--- src/rtl/bsm_pkg.sv ---
package bsm_pkg;

    localparam int unsigned DEF_COL_W     = 4;
    localparam int unsigned DEF_ROW_W     = 8;
    localparam int unsigned DEF_DIR_DEPTH = 8;
    localparam int unsigned DEF_MAX_BYTES = 470;

    typedef enum logic [1:0] {
        SLOT_IDLE = 2'd0,
        SLOT_TX   = 2'd1,
        SLOT_RX   = 2'd2,
        SLOT_PAD  = 2'd3
    } slot_kind_e;

    typedef struct packed {
        slot_kind_e kind;
        logic       first;
        logic       last;
    } slot_t;

    function automatic logic cfg_illegal(input int unsigned hs,
                                         input int unsigned he,
                                         input int unsigned cols);
        return (hs == 0) || (hs > he) || (he >= cols);
    endfunction

    function automatic int unsigned frame_bytes(input int unsigned rows,
                                                input int unsigned hs,
                                                input int unsigned he,
                                                input int unsigned cap);
        int unsigned bytes;
        if (hs > he) return 0;
        bytes = (rows * (he - hs + 1)) / 8;
        return (bytes > cap) ? cap : bytes;
    endfunction

endpackage

--- src/rtl/bsm_cfg_latch.sv ---
module bsm_cfg_latch
    import bsm_pkg::*;
#(
    parameter int unsigned COL_W     = DEF_COL_W,
    parameter int unsigned ROW_W     = DEF_ROW_W,
    parameter int unsigned DIR_DEPTH = DEF_DIR_DEPTH,
    parameter int unsigned MAX_BYTES = DEF_MAX_BYTES,
    parameter int unsigned CNT_W     = ROW_W + COL_W + 1
) (
    input  logic                 clk,
    input  logic                 rst,
    input  logic                 sample,
    input  logic [COL_W-1:0]     in_hstart,
    input  logic [COL_W-1:0]     in_hstop,
    input  logic [COL_W:0]       in_cols,
    input  logic [ROW_W:0]       in_rows,
    input  logic [DIR_DEPTH-1:0] in_dir,
    output logic [COL_W-1:0]     hs_q,
    output logic [COL_W-1:0]     he_q,
    output logic [ROW_W:0]       rows_q,
    output logic [DIR_DEPTH-1:0] dir_q,
    output logic [CNT_W-1:0]     budget_q,
    output logic                 ok_q,
    output logic                 err_q
);

    logic             bad_n;
    logic [CNT_W-1:0] budget_n;

    always_comb begin
        bad_n    = cfg_illegal(32'(in_hstart), 32'(in_hstop), 32'(in_cols));
        budget_n = CNT_W'(8 * frame_bytes(32'(in_rows), 32'(in_hstart),
                                          32'(in_hstop), MAX_BYTES));
    end

    always_ff @(posedge clk) begin
        if (rst) begin
            hs_q     <= '0;
            he_q     <= '0;
            rows_q   <= '0;
            dir_q    <= '0;
            budget_q <= '0;
            ok_q     <= 1'b0;
            err_q    <= 1'b0;
        end else if (sample) begin
            hs_q     <= in_hstart;
            he_q     <= in_hstop;
            rows_q   <= in_rows;
            dir_q    <= in_dir;
            budget_q <= bad_n ? '0 : budget_n;
            ok_q     <= !bad_n;
            err_q    <= bad_n;
        end
    end

    // a legal frame never claims more than the byte cap
    p_budget_cap_r3: assert property (@(posedge clk) disable iff (rst)
        ok_q |-> (32'(budget_q) <= MAX_BYTES * 8));

endmodule

--- src/rtl/bsm_slot_decode.sv ---
module bsm_slot_decode
    import bsm_pkg::*;
#(
    parameter int unsigned COL_W     = DEF_COL_W,
    parameter int unsigned ROW_W     = DEF_ROW_W,
    parameter int unsigned DIR_DEPTH = DEF_DIR_DEPTH,
    parameter int unsigned MAX_BYTES = DEF_MAX_BYTES,
    parameter int unsigned CNT_W     = ROW_W + COL_W + 1
) (
    input  logic                 clk,
    input  logic                 rst,
    input  logic                 slot_en,
    input  logic                 frame_start,
    input  logic [ROW_W-1:0]     row,
    input  logic [COL_W-1:0]     col,
    input  logic [COL_W-1:0]     hs_q,
    input  logic [COL_W-1:0]     he_q,
    input  logic [ROW_W:0]       rows_q,
    input  logic [DIR_DEPTH-1:0] dir_q,
    input  logic [CNT_W-1:0]     budget_q,
    input  logic                 ok_q,
    output slot_t                slot
);

    localparam int unsigned IDX_W  = CNT_W - 3;
    localparam int unsigned DSEL_W = (DIR_DEPTH > 1) ? $clog2(DIR_DEPTH) : 1;

    logic [CNT_W-1:0] bit_cnt;
    logic [IDX_W-1:0] byte_idx;
    logic             in_win;
    logic             far_drives;

    assign byte_idx = bit_cnt[CNT_W-1:3];

    always_comb begin
        in_win = slot_en && !frame_start && ok_q &&
                 (col >= hs_q) && (col <= he_q) &&
                 ({1'b0, row} < rows_q);
        if (32'(byte_idx) >= DIR_DEPTH)
            far_drives = dir_q[DIR_DEPTH-1];
        else
            far_drives = dir_q[byte_idx[DSEL_W-1:0]];

        slot.first = (bit_cnt[2:0] == 3'd0);
        slot.last  = (bit_cnt[2:0] == 3'd7);
        if (!in_win)
            slot.kind = SLOT_IDLE;
        else if (bit_cnt >= budget_q)
            slot.kind = SLOT_PAD;
        else if (far_drives)
            slot.kind = SLOT_RX;
        else
            slot.kind = SLOT_TX;
    end

    always_ff @(posedge clk) begin
        if (rst)
            bit_cnt <= '0;
        else if (slot_en && frame_start)
            bit_cnt <= '0;
        else if (in_win)
            bit_cnt <= bit_cnt + 1'b1;
    end

    // the command column is never inside the payload window
    p_col0_outside_r1: assert property (@(posedge clk) disable iff (rst)
        (slot.kind != SLOT_IDLE) |-> (col != '0));

    // payload bytes never reach the per-frame cap
    p_cap_r3: assert property (@(posedge clk) disable iff (rst)
        (slot.kind == SLOT_TX || slot.kind == SLOT_RX) |->
            (32'(byte_idx) < MAX_BYTES));

endmodule

--- src/rtl/bsm_tx_serializer.sv ---
module bsm_tx_serializer
    import bsm_pkg::*;
(
    input  logic       clk,
    input  logic       rst,
    input  slot_t      slot,
    input  logic       tx_valid,
    input  logic [7:0] tx_data,
    output logic       tx_ready,
    output logic       bus_dout,
    output logic       bus_oe,
    output logic       tx_underrun
);

    logic [7:0] sh;

    assign tx_ready = (slot.kind == SLOT_TX) && slot.first;

    always_ff @(posedge clk) begin
        if (rst) begin
            sh          <= '0;
            bus_dout    <= 1'b0;
            bus_oe      <= 1'b0;
            tx_underrun <= 1'b0;
        end else begin
            bus_oe      <= (slot.kind == SLOT_TX) || (slot.kind == SLOT_PAD);
            tx_underrun <= tx_ready && !tx_valid;
            if (slot.kind == SLOT_TX) begin
                if (slot.first) begin
                    if (tx_valid) begin
                        bus_dout <= tx_data[7];
                        sh       <= {tx_data[6:0], 1'b0};
                    end else begin
                        bus_dout <= 1'b0;
                        sh       <= '0;
                    end
                end else begin
                    bus_dout <= sh[7];
                    sh       <= {sh[6:0], 1'b0};
                end
            end else begin
                bus_dout <= 1'b0;
            end
        end
    end

    // padding slots are driven low
    p_pad_zero_r3: assert property (@(posedge clk) disable iff (rst)
        (slot.kind == SLOT_PAD) |=> (bus_oe && !bus_dout));

    // a starved byte start sends zero and flags underrun
    p_underrun_r7: assert property (@(posedge clk) disable iff (rst)
        (tx_ready && !tx_valid) |=> (tx_underrun && !bus_dout));

    // received slots release the line
    p_release_r8: assert property (@(posedge clk) disable iff (rst)
        (slot.kind == SLOT_RX) |=> !bus_oe);

endmodule

--- src/rtl/bsm_rx_deserializer.sv ---
module bsm_rx_deserializer
    import bsm_pkg::*;
(
    input  logic       clk,
    input  logic       rst,
    input  slot_t      slot,
    input  logic       bus_din,
    output logic       rx_valid,
    output logic [7:0] rx_data
);

    logic [6:0] rx_sh;

    always_ff @(posedge clk) begin
        if (rst) begin
            rx_sh    <= '0;
            rx_valid <= 1'b0;
            rx_data  <= '0;
        end else begin
            rx_valid <= 1'b0;
            if (slot.kind == SLOT_RX) begin
                rx_sh <= {rx_sh[5:0], bus_din};
                if (slot.last) begin
                    rx_valid <= 1'b1;
                    rx_data  <= {rx_sh, bus_din};
                end
            end
        end
    end

    // received bytes are single-cycle pulses, never back to back
    p_rx_spacing_r9: assert property (@(posedge clk) disable iff (rst)
        rx_valid |=> !rx_valid);

endmodule

--- src/rtl/bulk_slot_mapper.sv ---
module bulk_slot_mapper
    import bsm_pkg::*;
#(
    parameter int unsigned COL_W     = DEF_COL_W,
    parameter int unsigned ROW_W     = DEF_ROW_W,
    parameter int unsigned DIR_DEPTH = DEF_DIR_DEPTH,
    parameter int unsigned MAX_BYTES = DEF_MAX_BYTES
) (
    input  logic                 clk,
    input  logic                 rst,
    input  logic                 slot_en,
    input  logic                 frame_start,
    input  logic [ROW_W-1:0]     slot_row,
    input  logic [COL_W-1:0]     slot_col,
    input  logic [COL_W-1:0]     cfg_hstart,
    input  logic [COL_W-1:0]     cfg_hstop,
    input  logic [COL_W:0]       cfg_cols,
    input  logic [ROW_W:0]       cfg_rows,
    input  logic [DIR_DEPTH-1:0] cfg_rx_dir,
    input  logic                 tx_valid,
    input  logic [7:0]           tx_data,
    output logic                 tx_ready,
    input  logic                 bus_din,
    output logic                 bus_dout,
    output logic                 bus_oe,
    output logic                 tx_underrun,
    output logic                 rx_valid,
    output logic [7:0]           rx_data,
    output logic                 cfg_err
);

    localparam int unsigned CNT_W = ROW_W + COL_W + 1;

    logic [COL_W-1:0]     hs_q;
    logic [COL_W-1:0]     he_q;
    logic [ROW_W:0]       rows_q;
    logic [DIR_DEPTH-1:0] dir_q;
    logic [CNT_W-1:0]     budget_q;
    logic                 ok_q;
    slot_t                slot;

    bsm_cfg_latch #(
        .COL_W(COL_W), .ROW_W(ROW_W), .DIR_DEPTH(DIR_DEPTH),
        .MAX_BYTES(MAX_BYTES), .CNT_W(CNT_W)
    ) u_cfg (
        .clk(clk), .rst(rst), .sample(slot_en && frame_start),
        .in_hstart(cfg_hstart), .in_hstop(cfg_hstop), .in_cols(cfg_cols),
        .in_rows(cfg_rows), .in_dir(cfg_rx_dir),
        .hs_q(hs_q), .he_q(he_q), .rows_q(rows_q), .dir_q(dir_q),
        .budget_q(budget_q), .ok_q(ok_q), .err_q(cfg_err)
    );

    bsm_slot_decode #(
        .COL_W(COL_W), .ROW_W(ROW_W), .DIR_DEPTH(DIR_DEPTH),
        .MAX_BYTES(MAX_BYTES), .CNT_W(CNT_W)
    ) u_dec (
        .clk(clk), .rst(rst), .slot_en(slot_en), .frame_start(frame_start),
        .row(slot_row), .col(slot_col), .hs_q(hs_q), .he_q(he_q),
        .rows_q(rows_q), .dir_q(dir_q), .budget_q(budget_q), .ok_q(ok_q),
        .slot(slot)
    );

    bsm_tx_serializer u_tx (
        .clk(clk), .rst(rst), .slot(slot), .tx_valid(tx_valid),
        .tx_data(tx_data), .tx_ready(tx_ready), .bus_dout(bus_dout),
        .bus_oe(bus_oe), .tx_underrun(tx_underrun)
    );

    bsm_rx_deserializer u_rx (
        .clk(clk), .rst(rst), .slot(slot), .bus_din(bus_din),
        .rx_valid(rx_valid), .rx_data(rx_data)
    );

    // a column-0 slot leaves the line released
    p_col0_quiet_r1: assert property (@(posedge clk) disable iff (rst)
        (slot_en && slot_col == '0) |=> !bus_oe);

    // an illegal frame never asks for transmit bytes
    p_no_move_r5: assert property (@(posedge clk) disable iff (rst)
        cfg_err |-> !tx_ready);

    // an illegal frame never delivers received bytes
    p_no_rx_r5: assert property (@(posedge clk) disable iff (rst)
        cfg_err |=> !rx_valid);

endmodule

--- config.mk ---
export PLATFORM = sky130hd
export DESIGN_NAME = bulk_slot_mapper
export DESIGN_NICKNAME = d
export VERILOG_FILES = /design/src/rtl/bsm_pkg.sv /design/src/rtl/bsm_cfg_latch.sv /design/src/rtl/bsm_slot_decode.sv /design/src/rtl/bsm_tx_serializer.sv /design/src/rtl/bsm_rx_deserializer.sv /design/src/rtl/bulk_slot_mapper.sv
export SDC_FILE = /design/constraint.sdc
export NUM_CORES = 1
export LEC_CHECK = 0
export BUFFER_PORTS_ARGS = -buffer_cell sky130_fd_sc_hd__buf_2
export CAP_MARGIN = 20
export CELL_PAD_IN_SITES_DETAIL_PLACEMENT = 0
export CELL_PAD_IN_SITES_GLOBAL_PLACEMENT = 2
export CORE_ASPECT_RATIO = 0.75
export CORE_MARGIN = 2
export CORE_UTILIZATION = 40
export DETAILED_ROUTE_END_ITERATION = 10
export GPL_TIMING_DRIVEN = 0
export PLACE_DENSITY_LB_ADDON = 0.1
export SYNTH_ARGS = -nofsm -noshare
export SYNTH_HDL_FRONTEND = slang
export SYNTH_SLANG_ARGS = --single-unit
--- constraint.sdc ---
create_clock -name clk -period 20.2 [get_ports clk]
set_input_delay 4.04 -clock clk [delete_from_list [all_inputs] [get_ports clk]]
set_output_delay 4.04 -clock clk [all_outputs]
set_load 0.02 [all_outputs]
Word level (Yosys, flattened, before mapping)
Index checks and enable logic that the tools add are counted.
- $add $sub $neg: 3
- multiply operators: 1
- $lt $le $gt $ge: 9
- equality and inequality tests: 4
- muxes and demuxes: 15
- bitwise logic cells: 2
- reductions and logical operators: 20
- operator list (operator ; number):
    $add A32 B1 Y32 const B ; 1
    $mul A9 B32 Y32 ; 1
    $gt A29 B9 Y1 const B ; 1
    $mux W10 ; 2
    $mux W8 ; 2
    $add A13 B1 Y13 const B ; 1
    $ge A13 B13 Y1 ; 1
    $mux W13 ; 1
    $ge A10 B4 Y1 const B ; 1
    $lt A8 B9 Y1 ; 1
    $logic_and A1 B1 Y1 ; 8
    $mux W1 ; 6
    $mux W2 ; 3
    $reduce_or A2 Y1 ; 3
    $ge A4 B5 Y1 ; 1
    $sub A4 B4 Y5 ; 1
    $eq A2 B2 Y1 const B ; 2
    $ge A4 B4 Y1 ; 1
    $gt A4 B4 Y1 ; 1
    $le A4 B4 Y1 ; 1
    $logic_not A4 Y1 ; 1
    $lt A3 B4 Y1 const B ; 1
    $bmux W1 S3 ; 1
    $eq A3 B3 Y1 const B ; 1
    6 further kinds ; 11
- bits in registers: 80
- word-level logic and storage cells: 69

Logic depth before layout (Yosys ltp)
Gate-level depths: netlist of run 1.
- depth in word-level cells: 10
- mapped depth: 29

Cells and area by module
From an unflattened synthesis of run 1, not the netlist that was laid out.
- cell total of the unflattened synthesis: 684
- area, all modules: 5964.5 um2
- by module, submodules not included (module ; instances ; cells an instance ; area an instance (um2)):
    bsm_cfg_latch ; 1 ; 382 ; 3467.1
    bsm_slot_decode ; 1 ; 191 ; 1507.7
    bsm_rx_deserializer ; 1 ; 62 ; 566.8
    bsm_tx_serializer ; 1 ; 48 ; 416.6
    bulk_slot_mapper ; 1 ; 1 ; 6.3

Worst setup path before layout of run 1
No wires, ideal clock.
- path type: in2reg
- start point: input port cfg_hstop[0]
- end point: register u_cfg.budget_q[10]
- setup time: 0.139 ns
- arrival: 10.627 ns
- data required time: 20.061 ns
- path slack: 9.434 ns
- cell stages on the path: 26
- cells stage by stage: inv_1 > ha_1 > inv_1 > fa_1 > a21o_1 > a21oi_1 > nand4_1 > ha_1 > nor2b_1 > fa_1 > inv_1 > fa_1 > inv_1 > fa_1 > inv_1 > fa_1 > inv_1 > ha_1 > nand4_2 > or3_1 > a211o_1 > a21oi_1 > xor2_1 > or4_4 > nor4_4 > a31oi_1
- longest elaborated chain between the ends: 7
- ends and longest elaborated chain (what ; line ; RTL):
    start, declared ; bulk_slot_mapper.sv:16 ; input logic [COL_W-1:0] cfg_hstop,
    $sub A4 B4 Y5 ; bsm_pkg.sv:33 ; bytes = (rows * (he - hs + 1)) / 8;
    $add A32 B1 Y32 ; bsm_pkg.sv:33 ;
    $mul A9 B32 Y32 ; bsm_pkg.sv:33 ;
    $gt A29 B9 Y1 ; bsm_pkg.sv:34 ; return (bytes > cap) ? cap : bytes;
    $mux W10 ; bsm_pkg.sv:34 ;
    $mux W10 ; bsm_pkg.sv:33 ;
    $mux W13 * ; bsm_cfg_latch.sv:50 ; budget_q <= bad_n ? '0 : budget_n;
    end signal, assigned ; bsm_cfg_latch.sv:50 ;
    end, declared ; bsm_cfg_latch.sv:22 ; output logic [CNT_W-1:0] budget_q,
Mark *: on every way between the ends. The rest lies on a longest branch, timed or not.
A chain may end at the register's enable or synchronous reset.

Worst setup path after layout of run 1
- start point: input port cfg_hstop[0]
- end point: register u_cfg.budget_q[11]
Same word-level chain as after synthesis.

==> key figures, run 1 <==
Run
  • Max-cap violations: 0

CTS
  • Buffer cell driving the clock tree root: sky130_fd_sc_hd__clkbuf_16
  • Clock insertion delay at the later pin of the skew report: 0.34 ns
  • H-tree levels: 3
  • Setup Buffers After CTS: 0
  • TritonCTS clock tree: yes
  • Clock slew at reported path FFs: 0.06 ns
  • Number of clock buffers inserted by TritonCTS: 9
  • # clock sinks: 76
  • Cts-stage hold buffer count: 0
  • Post_cts resized: 0
  • Clk buf depth: 2

Min path
  • Path class of the lowest-slack min-delay path: flop to flop

Global routing
  • Gr ovfl total: 0
  • Global routing usage summed across all routing layers: about 23%
  • Pin count of the biggest net entering global routing: 15
  • First-pass GRT wire length: 48,510 um
  • Via count of the first global-routing pass: ~8,400
  • Number of antenna violations at the first check in global routing: 0

Drt
  • Detailed-route wire length per cell: around 18 um
  • # DRC: 0
  • Number of detailed-route iterations in the first pass: 5
  • Sum of routed wire length over all layers: 29,920 um
  • Detailed Route Iter0 Violations: 541
  • Remaining antenna violation count: 0
  • Total number of vias: 8,374
  • Vias per cell: about 5.0

Final layout
  • Fraction of final layout cells sized beyond drive strength 1: a little under a tenth
  • NumNets Final: between 1,500 and 2,000
  • Synth-to-Final Area Change: 10.54%
  • Number of standard cells in the layout, taps in and fillers out: 1,667
  • Filler cell count: 2,703
  • Antenna diode count: 0
  • Core utilization of the finished layout: between 40% and 50%

Timing
  • Sum Neg Setup Slack: 0 ns
  • Final Hold Fails: 0
  • Final worst-path cycle share: between 50% and 60%
  • Fin crit period: 11.94 ns
  • Total of endpoints with negative setup slack in the final report: 0
  • Clock Skews: 0.006815 ns
  • Slew at the pin closest to its max-slew limit: 0.9836 ns
  • Fmax achieved: 0.08378 GHz
  • Max-slew violations: 0
  • Setup slack of the critical path after layout: 8.264 ns
  • Worst-case headroom to the max-slew limit: 33.82%
  • RSZ-0062 raised after global routing: no

Synth
  • Proportion of synthesized flip-flops having asynchronous set or reset: 0%
  • Top flip-flop cell by instance count after synthesis: sky130_fd_sc_hd__dfxtp_1
  • Synthesized Nets: 1,533
  • Yosys warns: 0
  • Number of instances in the synthesized netlist: about 1,200
  • Ranking of synthesized cells by instance count: 259 x sky130_fd_sc_hd__inv_1, 158 x sky130_fd_sc_hd__fa_1, 147 x sky130_fd_sc_hd__nand2_1, 88 x sky130_fd_sc_hd__a21oi_1, 81 x sky130_fd_sc_hd__ha_1
  • Most numerous cell in the Yosys netlist: sky130_fd_sc_hd__inv_1
  • Post-synth EDFFs: 0
  • Largest cells by area after synthesis: sky130_fd_sc_hd__fa_1 30%, sky130_fd_sc_hd__dfxtp_1 14%, sky130_fd_sc_hd__ha_1 9.5%
  • Avg Inst Size Synth: about 8.6 um^2
  • Summed instance area of the synthesized netlist: roughly 11,000 um^2
  • Dominant cell type by area after synthesis: sky130_fd_sc_hd__fa_1
  • Proportion of synthesized chip area in sequential cells: 14.26%
  • Proportion of netlist area held by the largest area contributor: 29.65%
  • Cell variety after synth: 83
  • #FFs+latches synth: 76

Setup path
  • Worst path top cell family by delay: adder cells
  • Critical path endpoint category: flop
  • Longest individual stage delay on the worst path: 0.68 ns
  • Req. time, crit path: 20.40 ns
  • Critical path arrival: 12.13 ns
  • Crit path max fanout: 10
  • Type of origin of the critical path: primary input
  • Category of the most critical setup path: primary input to flop
  • CP max-delay cell: sky130_fd_sc_hd__fa_1
  • Bufs and invs on worst path: 8
  • Reg-to-reg slack, setup: 17.04 ns

Floorplan
  • Effective utilization at floorplan: between 40% and 50%
  • Number of placed I/O pins: 70
  • Core ar.: 26,100 um^2
  • Die area: 28,010 um^2
  • Site Rows: 51
  • Floorplan die height: 145.4 um
  • Die X: ~190 um

Placement
  • RePlAce Congestion: 0.8942
  • Number of port buffers: 69
  • Placed wire-length estimate: around 26,000 um
  • Worst-case setup slack after placement: 7.918 ns
  • Placed Cells: between 1,500 and 2,000

Run status
  • Result of the run: finished, final reports clean
## final cells by class
cell class                      count  area, um^2  share of cell area, %
Tap cell                          344       430.4                  3.649
Inverter                          259       972.2                  8.243
Buffer                             41       196.4                  1.666
Clock buffer                        9       225.2                  1.910
Timing Repair Buffer               69       345.3                  2.928
Sequential cell                    76        1521                  12.90
Multi-Input combinational cell    862        7979                  67.65
Clock inverter                      7       123.9                  1.050
## cells by family after synthesis
family	after synthesis	synth area share (%)
adder cells (fa/ha/maj)	239	39.15
AND/OR/NAND/NOR	352	17.15
buffers and inverters	300	10.95
multiplexers	23	2.428
XOR/XNOR	28	2.428
AO/OA/AOI/OAI	220	13.64
flip-flops	76	14.26
## sequential cells by signal, indices dropped and copies added, names as in the netlist
name and cells:
u_cfg.ok_q 1, u_cfg.rows_q 9, u_tx.sh 7, u_cfg.dir_q 8
u_rx.rx_sh 7, u_cfg.he_q 4, u_tx.bus_dout 1, u_dec.bit_cnt 13
u_tx.bus_oe 1, u_tx.tx_underrun 1, u_cfg.budget_q 10, u_rx.rx_valid 1
u_rx.rx_data 8, u_cfg.err_q 1, u_cfg.hs_q 4
## tightest hold or removal path: cells and delay by family (launching register included)
family / cells / cell delay, ns
simple gates: 1 / 0.04
flops: 1 / 0.30
buf+inv: 1 / 0.06
## final timing paths
kind,from,to,cells past startpoint
setup reg to reg,u_dec.bit_cnt[10]$_SDFFE_PP0P_,u_tx.sh[4]$_SDFFE_PP0N_,7
hold reg to reg,u_cfg.budget_q[12]$_SDFFE_PP0P_,u_cfg.budget_q[12]$_SDFFE_PP0P_,2
hold / removal,u_cfg.budget_q[12]$_SDFFE_PP0P_,u_cfg.budget_q[12]$_SDFFE_PP0P_,2
setup / recovery,cfg_hstop[0],u_cfg.budget_q[11]$_SDFFE_PP0P_,28
## layer usage
| layer | share of wire (%) | vias up | wire length (um) | GRT usage [%] |
|---|---|---|---|---|
| li1 | - | 4139 | - | - |
| met4 | 0.70 | 0 | 208 | 2.557 |
| met2 | 36 | 185 | 10790 | 28.06 |
| met5 | 0 | - | 0 | 0 |
| met3 | 6.9 | 17 | 2065 | 6.294 |
| met1 | 56 | 4033 | 16850 | 38.94 |
## stage by stage
stage	hold WS (ns)	instance area (um^2)
floorplan	0.4220	10670
global placement	0.4326	11440
detailed placement	0.4367	11440
CTS	0.4464	11790
global route	0.4662	11790
finish	0.4439	11790
## layout by cell type, fill, tap and decap left out, types with 24 or more instances in the layout
cell type | synthesis | final
sky130_fd_sc_hd__nand2_1 | 147 | 147
sky130_fd_sc_hd__nor2_1 | 24 | 24
sky130_fd_sc_hd__ha_1 | 81 | 81
sky130_fd_sc_hd__inv_1 | 259 | 259
sky130_fd_sc_hd__buf_2 | 8 | 77
sky130_fd_sc_hd__nand2b_1 | 32 | 32
sky130_fd_sc_hd__dfxtp_1 | 76 | 76
sky130_fd_sc_hd__clkbuf_1 | 24 | 24
sky130_fd_sc_hd__a21oi_1 | 88 | 88
sky130_fd_sc_hd__a21o_1 | 26 | 26
sky130_fd_sc_hd__fa_1 | 158 | 158
sky130_fd_sc_hd__and2_1 | 39 | 39
Power of run 1 is left out: the tool's default activity adds up to more than one toggle a clock period on the data nets, which glitch-free logic cannot reach.
==> inputs of run 2 (changes only) <==
--- a/config.mk
+++ b/config.mk
@@ -11,7 +11,7 @@
 export CELL_PAD_IN_SITES_GLOBAL_PLACEMENT = 2
 export CORE_ASPECT_RATIO = 0.75
 export CORE_MARGIN = 2
-export CORE_UTILIZATION = 40
+export CORE_UTILIZATION = 39
 export DETAILED_ROUTE_END_ITERATION = 10
 export GPL_TIMING_DRIVEN = 0
 export PLACE_DENSITY_LB_ADDON = 0.1
==> constraint.sdc (replaced) <==
create_clock -name clk -period 11.5 [get_ports clk]
set_input_delay 2.3 -clock clk [delete_from_list [all_inputs] [get_ports clk]]
set_output_delay 2.3 -clock clk [all_outputs]
set_load 0.02 [all_outputs]
==> key figures, run 2 (same netlist as run 1, synthesis figures left out) <==
Setup path
  • Req. time, crit path: 11.70 ns (was 20.40 ns)
  • Critical path arrival: 10.46 ns (was 12.13 ns)
  • Category of the most critical setup path: primary input to flop (unchanged)
  • Type of origin of the critical path: primary input (unchanged)
  • Reg-to-reg slack, setup: 8.43 ns (was 17.04 ns)
  • Crit path max fanout: 10 (unchanged)
  • End of the worst register-to-register path: u_tx.sh[4]$_SDFFE_PP0N_ (unchanged)
  • Critical path endpoint category: flop (unchanged)
  • First element of the critical path: cfg_hstop[0] (unchanged)
  • Critical register-to-register path startpoint: u_dec.bit_cnt[9]$_SDFFE_PP0P_ (was u_dec.bit_cnt[10]$_SDFFE_PP0P_)
  • Timing endpoint of the critical path: u_cfg.budget_q[11]$_SDFFE_PP0P_ (unchanged)
  • Worst reg-to-reg path cell count: 7 (unchanged)

Timing
  • Worst-case headroom to the max-slew limit: 30.27% (was 33.82%)
  • Total of endpoints with negative setup slack in the final report: 0 (unchanged)
  • Fin crit period: 10.26 ns
  • Final Hold Fails: 0 (unchanged)
  • Setup slack of the critical path after layout: 1.238 ns (was 8.264 ns)
  • Final worst-path cycle share: 89.24%
  • Clock Skews: 0.01133 ns (was 0.006815 ns)
  • Sum Neg Setup Slack: 0 ns (unchanged)
  • Fmax achieved: between 0.09 and 0.1 GHz
  • RSZ-0062 raised after global routing: no (unchanged)
  • Slew at the pin closest to its max-slew limit: 1.035 ns (was 0.9836 ns)
  • Max-slew violations: 0 (unchanged)

Drt
  • Sum of routed wire length over all layers: 30,400 um (was 29,920 um)
  • Total number of vias: 8,367 (was 8,374)
  • Number of detailed-route iterations in the first pass: 5 (unchanged)
  • Remaining antenna violation count: 0 (unchanged)
  • # DRC: 0 (unchanged)
  • Vias per cell: 4.998 (was 5.023)
  • Detailed Route Iter0 Violations: 512 (was 541)
  • Detailed-route wire length per cell: 18.16 um (was 17.95 um)

Final layout
  • NumNets Final: 1,613 (unchanged)
  • Multi-input combinational cell area: 7979 um^2 (unchanged)
  • Max FFs per register: 13 (unchanged)
  • Core utilization of the finished layout: 43.73% (was 45.19%)
  • Synth-to-Final Area Change: 10.41% (was 10.54%)
  • Antenna diode count: 0 (unchanged)
  • Reg with most FFs: u_dec.bit_cnt (unchanged)
  • Total area of sequential cells: 1521 um^2 (unchanged)
  • Leading registers by flop count: u_dec.bit_cnt x13, u_cfg.budget_q x10, u_cfg.rows_q x9 (unchanged)
  • Filler cell count: 2,816 (was 2,703)
  • Most frequent cells in the layout: 259 x sky130_fd_sc_hd__inv_1, 158 x sky130_fd_sc_hd__fa_1, 147 x sky130_fd_sc_hd__nand2_1 (unchanged)
  • Most common cell after layout, fill and taps aside: sky130_fd_sc_hd__inv_1 (unchanged)
  • Fraction of final layout cells sized beyond drive strength 1: 9.297% (was 9.373%)

CTS
  • Clock insertion delay at the later pin of the skew report: 0.35 ns (was 0.34 ns)
  • Cts-stage hold buffer count: 0 (unchanged)
  • H-tree levels: 3 (unchanged)
  • # clock sinks: 76 (unchanged)
  • Clk buf depth: 2 (unchanged)
  • Setup Buffers After CTS: 0 (unchanged)
  • Clock slew at reported path FFs: 0.06 ns (about the same)
  • TritonCTS clock tree: yes (unchanged)
  • Buffer cell driving the clock tree root: sky130_fd_sc_hd__clkbuf_16 (unchanged)
  • Post_cts resized: 0 (unchanged)
  • Number of clock buffers inserted by TritonCTS: 9 (unchanged)

Global routing
  • First-pass GRT wire length: 49,330 um (was 48,510 um)
  • Global routing usage summed across all routing layers: 22.38% (was 22.80%)
  • Gr ovfl total: 0 (unchanged)
  • Number of antenna violations at the first check in global routing: 0 (unchanged)
  • Via count of the first global-routing pass: 8,578 (was 8,382)
  • Pin count of the biggest net entering global routing: 14 (was 15)

Floorplan
  • Site Rows: 52 (was 51)
  • Die area: 28,710 um^2 (was 28,010 um^2)
  • Die X: 195.0 um (was 192.6 um)
  • Floorplan die height: 147.2 um (was 145.4 um)
  • Number of placed I/O pins: 70 (unchanged)
  • Effective utilization at floorplan: 39.61% (was 40.88%)
  • Core ar.: 26,940 um^2 (was 26,100 um^2)

Placement
  • Number of port buffers: 69 (unchanged)
  • Placed wire-length estimate: 26,130 um (was 25,810 um)
  • Worst-case setup slack after placement: 0.9327 ns (was 7.918 ns)
  • RePlAce Congestion: 0.9129 (was 0.8942)

Min path
  • Path class of the lowest-slack min-delay path: flop to flop (unchanged)

Run
  • Max-cap violations: 0 (unchanged)

Run status
  • Result of the run: finished, final reports clean (unchanged)
## run 2: layout make-up
class,instances,area share (%)
buffer,41,1.668
clock buffer,11,2.061
clock inverter,5,0.7116
inverter,259,8.253
multi-input combinational,862,67.73
sequential,76,12.92
tap,351,3.728
timing repair buffer,69,2.932
## run 2: metrics by stage
step | hold slack, ns | area (um^2) | instances
after detailed placement | 0.4443 | 11450 | 1658
after global placement | 0.4331 | 11450 | 1658
final | 0.4493 | 11780 | 1674
after global routing | 0.4768 | 11780 | 1674
after floorplan | 0.4220 | 10670 | 1238
after CTS | 0.4543 | 11780 | 1674
## run 2: critical path, cell delays in order
cell and delay (ns):
sky130_fd_sc_hd__buf_2 0.11, sky130_fd_sc_hd__inv_1 0.08, sky130_fd_sc_hd__ha_1 0.14, sky130_fd_sc_hd__inv_1 0.06
sky130_fd_sc_hd__fa_1 0.39, sky130_fd_sc_hd__a21o_1 0.19, sky130_fd_sc_hd__a21oi_1 0.60, sky130_fd_sc_hd__ha_1 0.29
sky130_fd_sc_hd__clkbuf_1 0.46, sky130_fd_sc_hd__nand2_1 0.20, sky130_fd_sc_hd__fa_1 0.68, sky130_fd_sc_hd__inv_1 0.13
sky130_fd_sc_hd__fa_1 0.52, sky130_fd_sc_hd__fa_1 0.55, sky130_fd_sc_hd__inv_1 0.06, sky130_fd_sc_hd__fa_1 0.63
sky130_fd_sc_hd__inv_1 0.06, sky130_fd_sc_hd__ha_1 0.28, sky130_fd_sc_hd__buf_2 0.21, sky130_fd_sc_hd__nand2_1 0.07
sky130_fd_sc_hd__o21ai_0 0.31, sky130_fd_sc_hd__a311oi_1 0.12, sky130_fd_sc_hd__a211o_1 0.38, sky130_fd_sc_hd__a21oi_1 0.28
sky130_fd_sc_hd__xor2_1 0.12, sky130_fd_sc_hd__or4_4 0.54, sky130_fd_sc_hd__nor4_4 0.51, sky130_fd_sc_hd__a31oi_1 0.17
## run 2: worst min path at each step
stage / start / end / slack [ns] / cells after the start
2_1_floorplan: u_cfg.budget_q[12]$_SDFFE_PP0P_ / u_cfg.budget_q[12]$_SDFFE_PP0P_ / 0.42 / 2
3_3_place_gp: u_cfg.budget_q[12]$_SDFFE_PP0P_ / u_cfg.budget_q[12]$_SDFFE_PP0P_ / 0.43 / 2
3_5_place_dp: u_cfg.budget_q[12]$_SDFFE_PP0P_ / u_cfg.budget_q[12]$_SDFFE_PP0P_ / 0.44 / 2
6_report: u_cfg.budget_q[12]$_SDFFE_PP0P_ / u_cfg.budget_q[12]$_SDFFE_PP0P_ / 0.45 / 2
5_1_grt: u_cfg.dir_q[1]$_SDFFE_PP0P_ / u_cfg.dir_q[1]$_SDFFE_PP0P_ / 0.48 / 2
4_1_cts: u_cfg.budget_q[12]$_SDFFE_PP0P_ / u_cfg.budget_q[12]$_SDFFE_PP0P_ / 0.45 / 2
## run 2: routing by layer
| layer | wire length [um] | global-route usage, % |
|---|---|---|
| met2 | 11190 | 28.63 |
| met5 | 0 | 0 |
| met1 | 17050 | 37.32 |
| met3 | 2048 | 6.313 |
| met4 | 112 | 1.756 |
Power of run 2 is left out for the same reason.
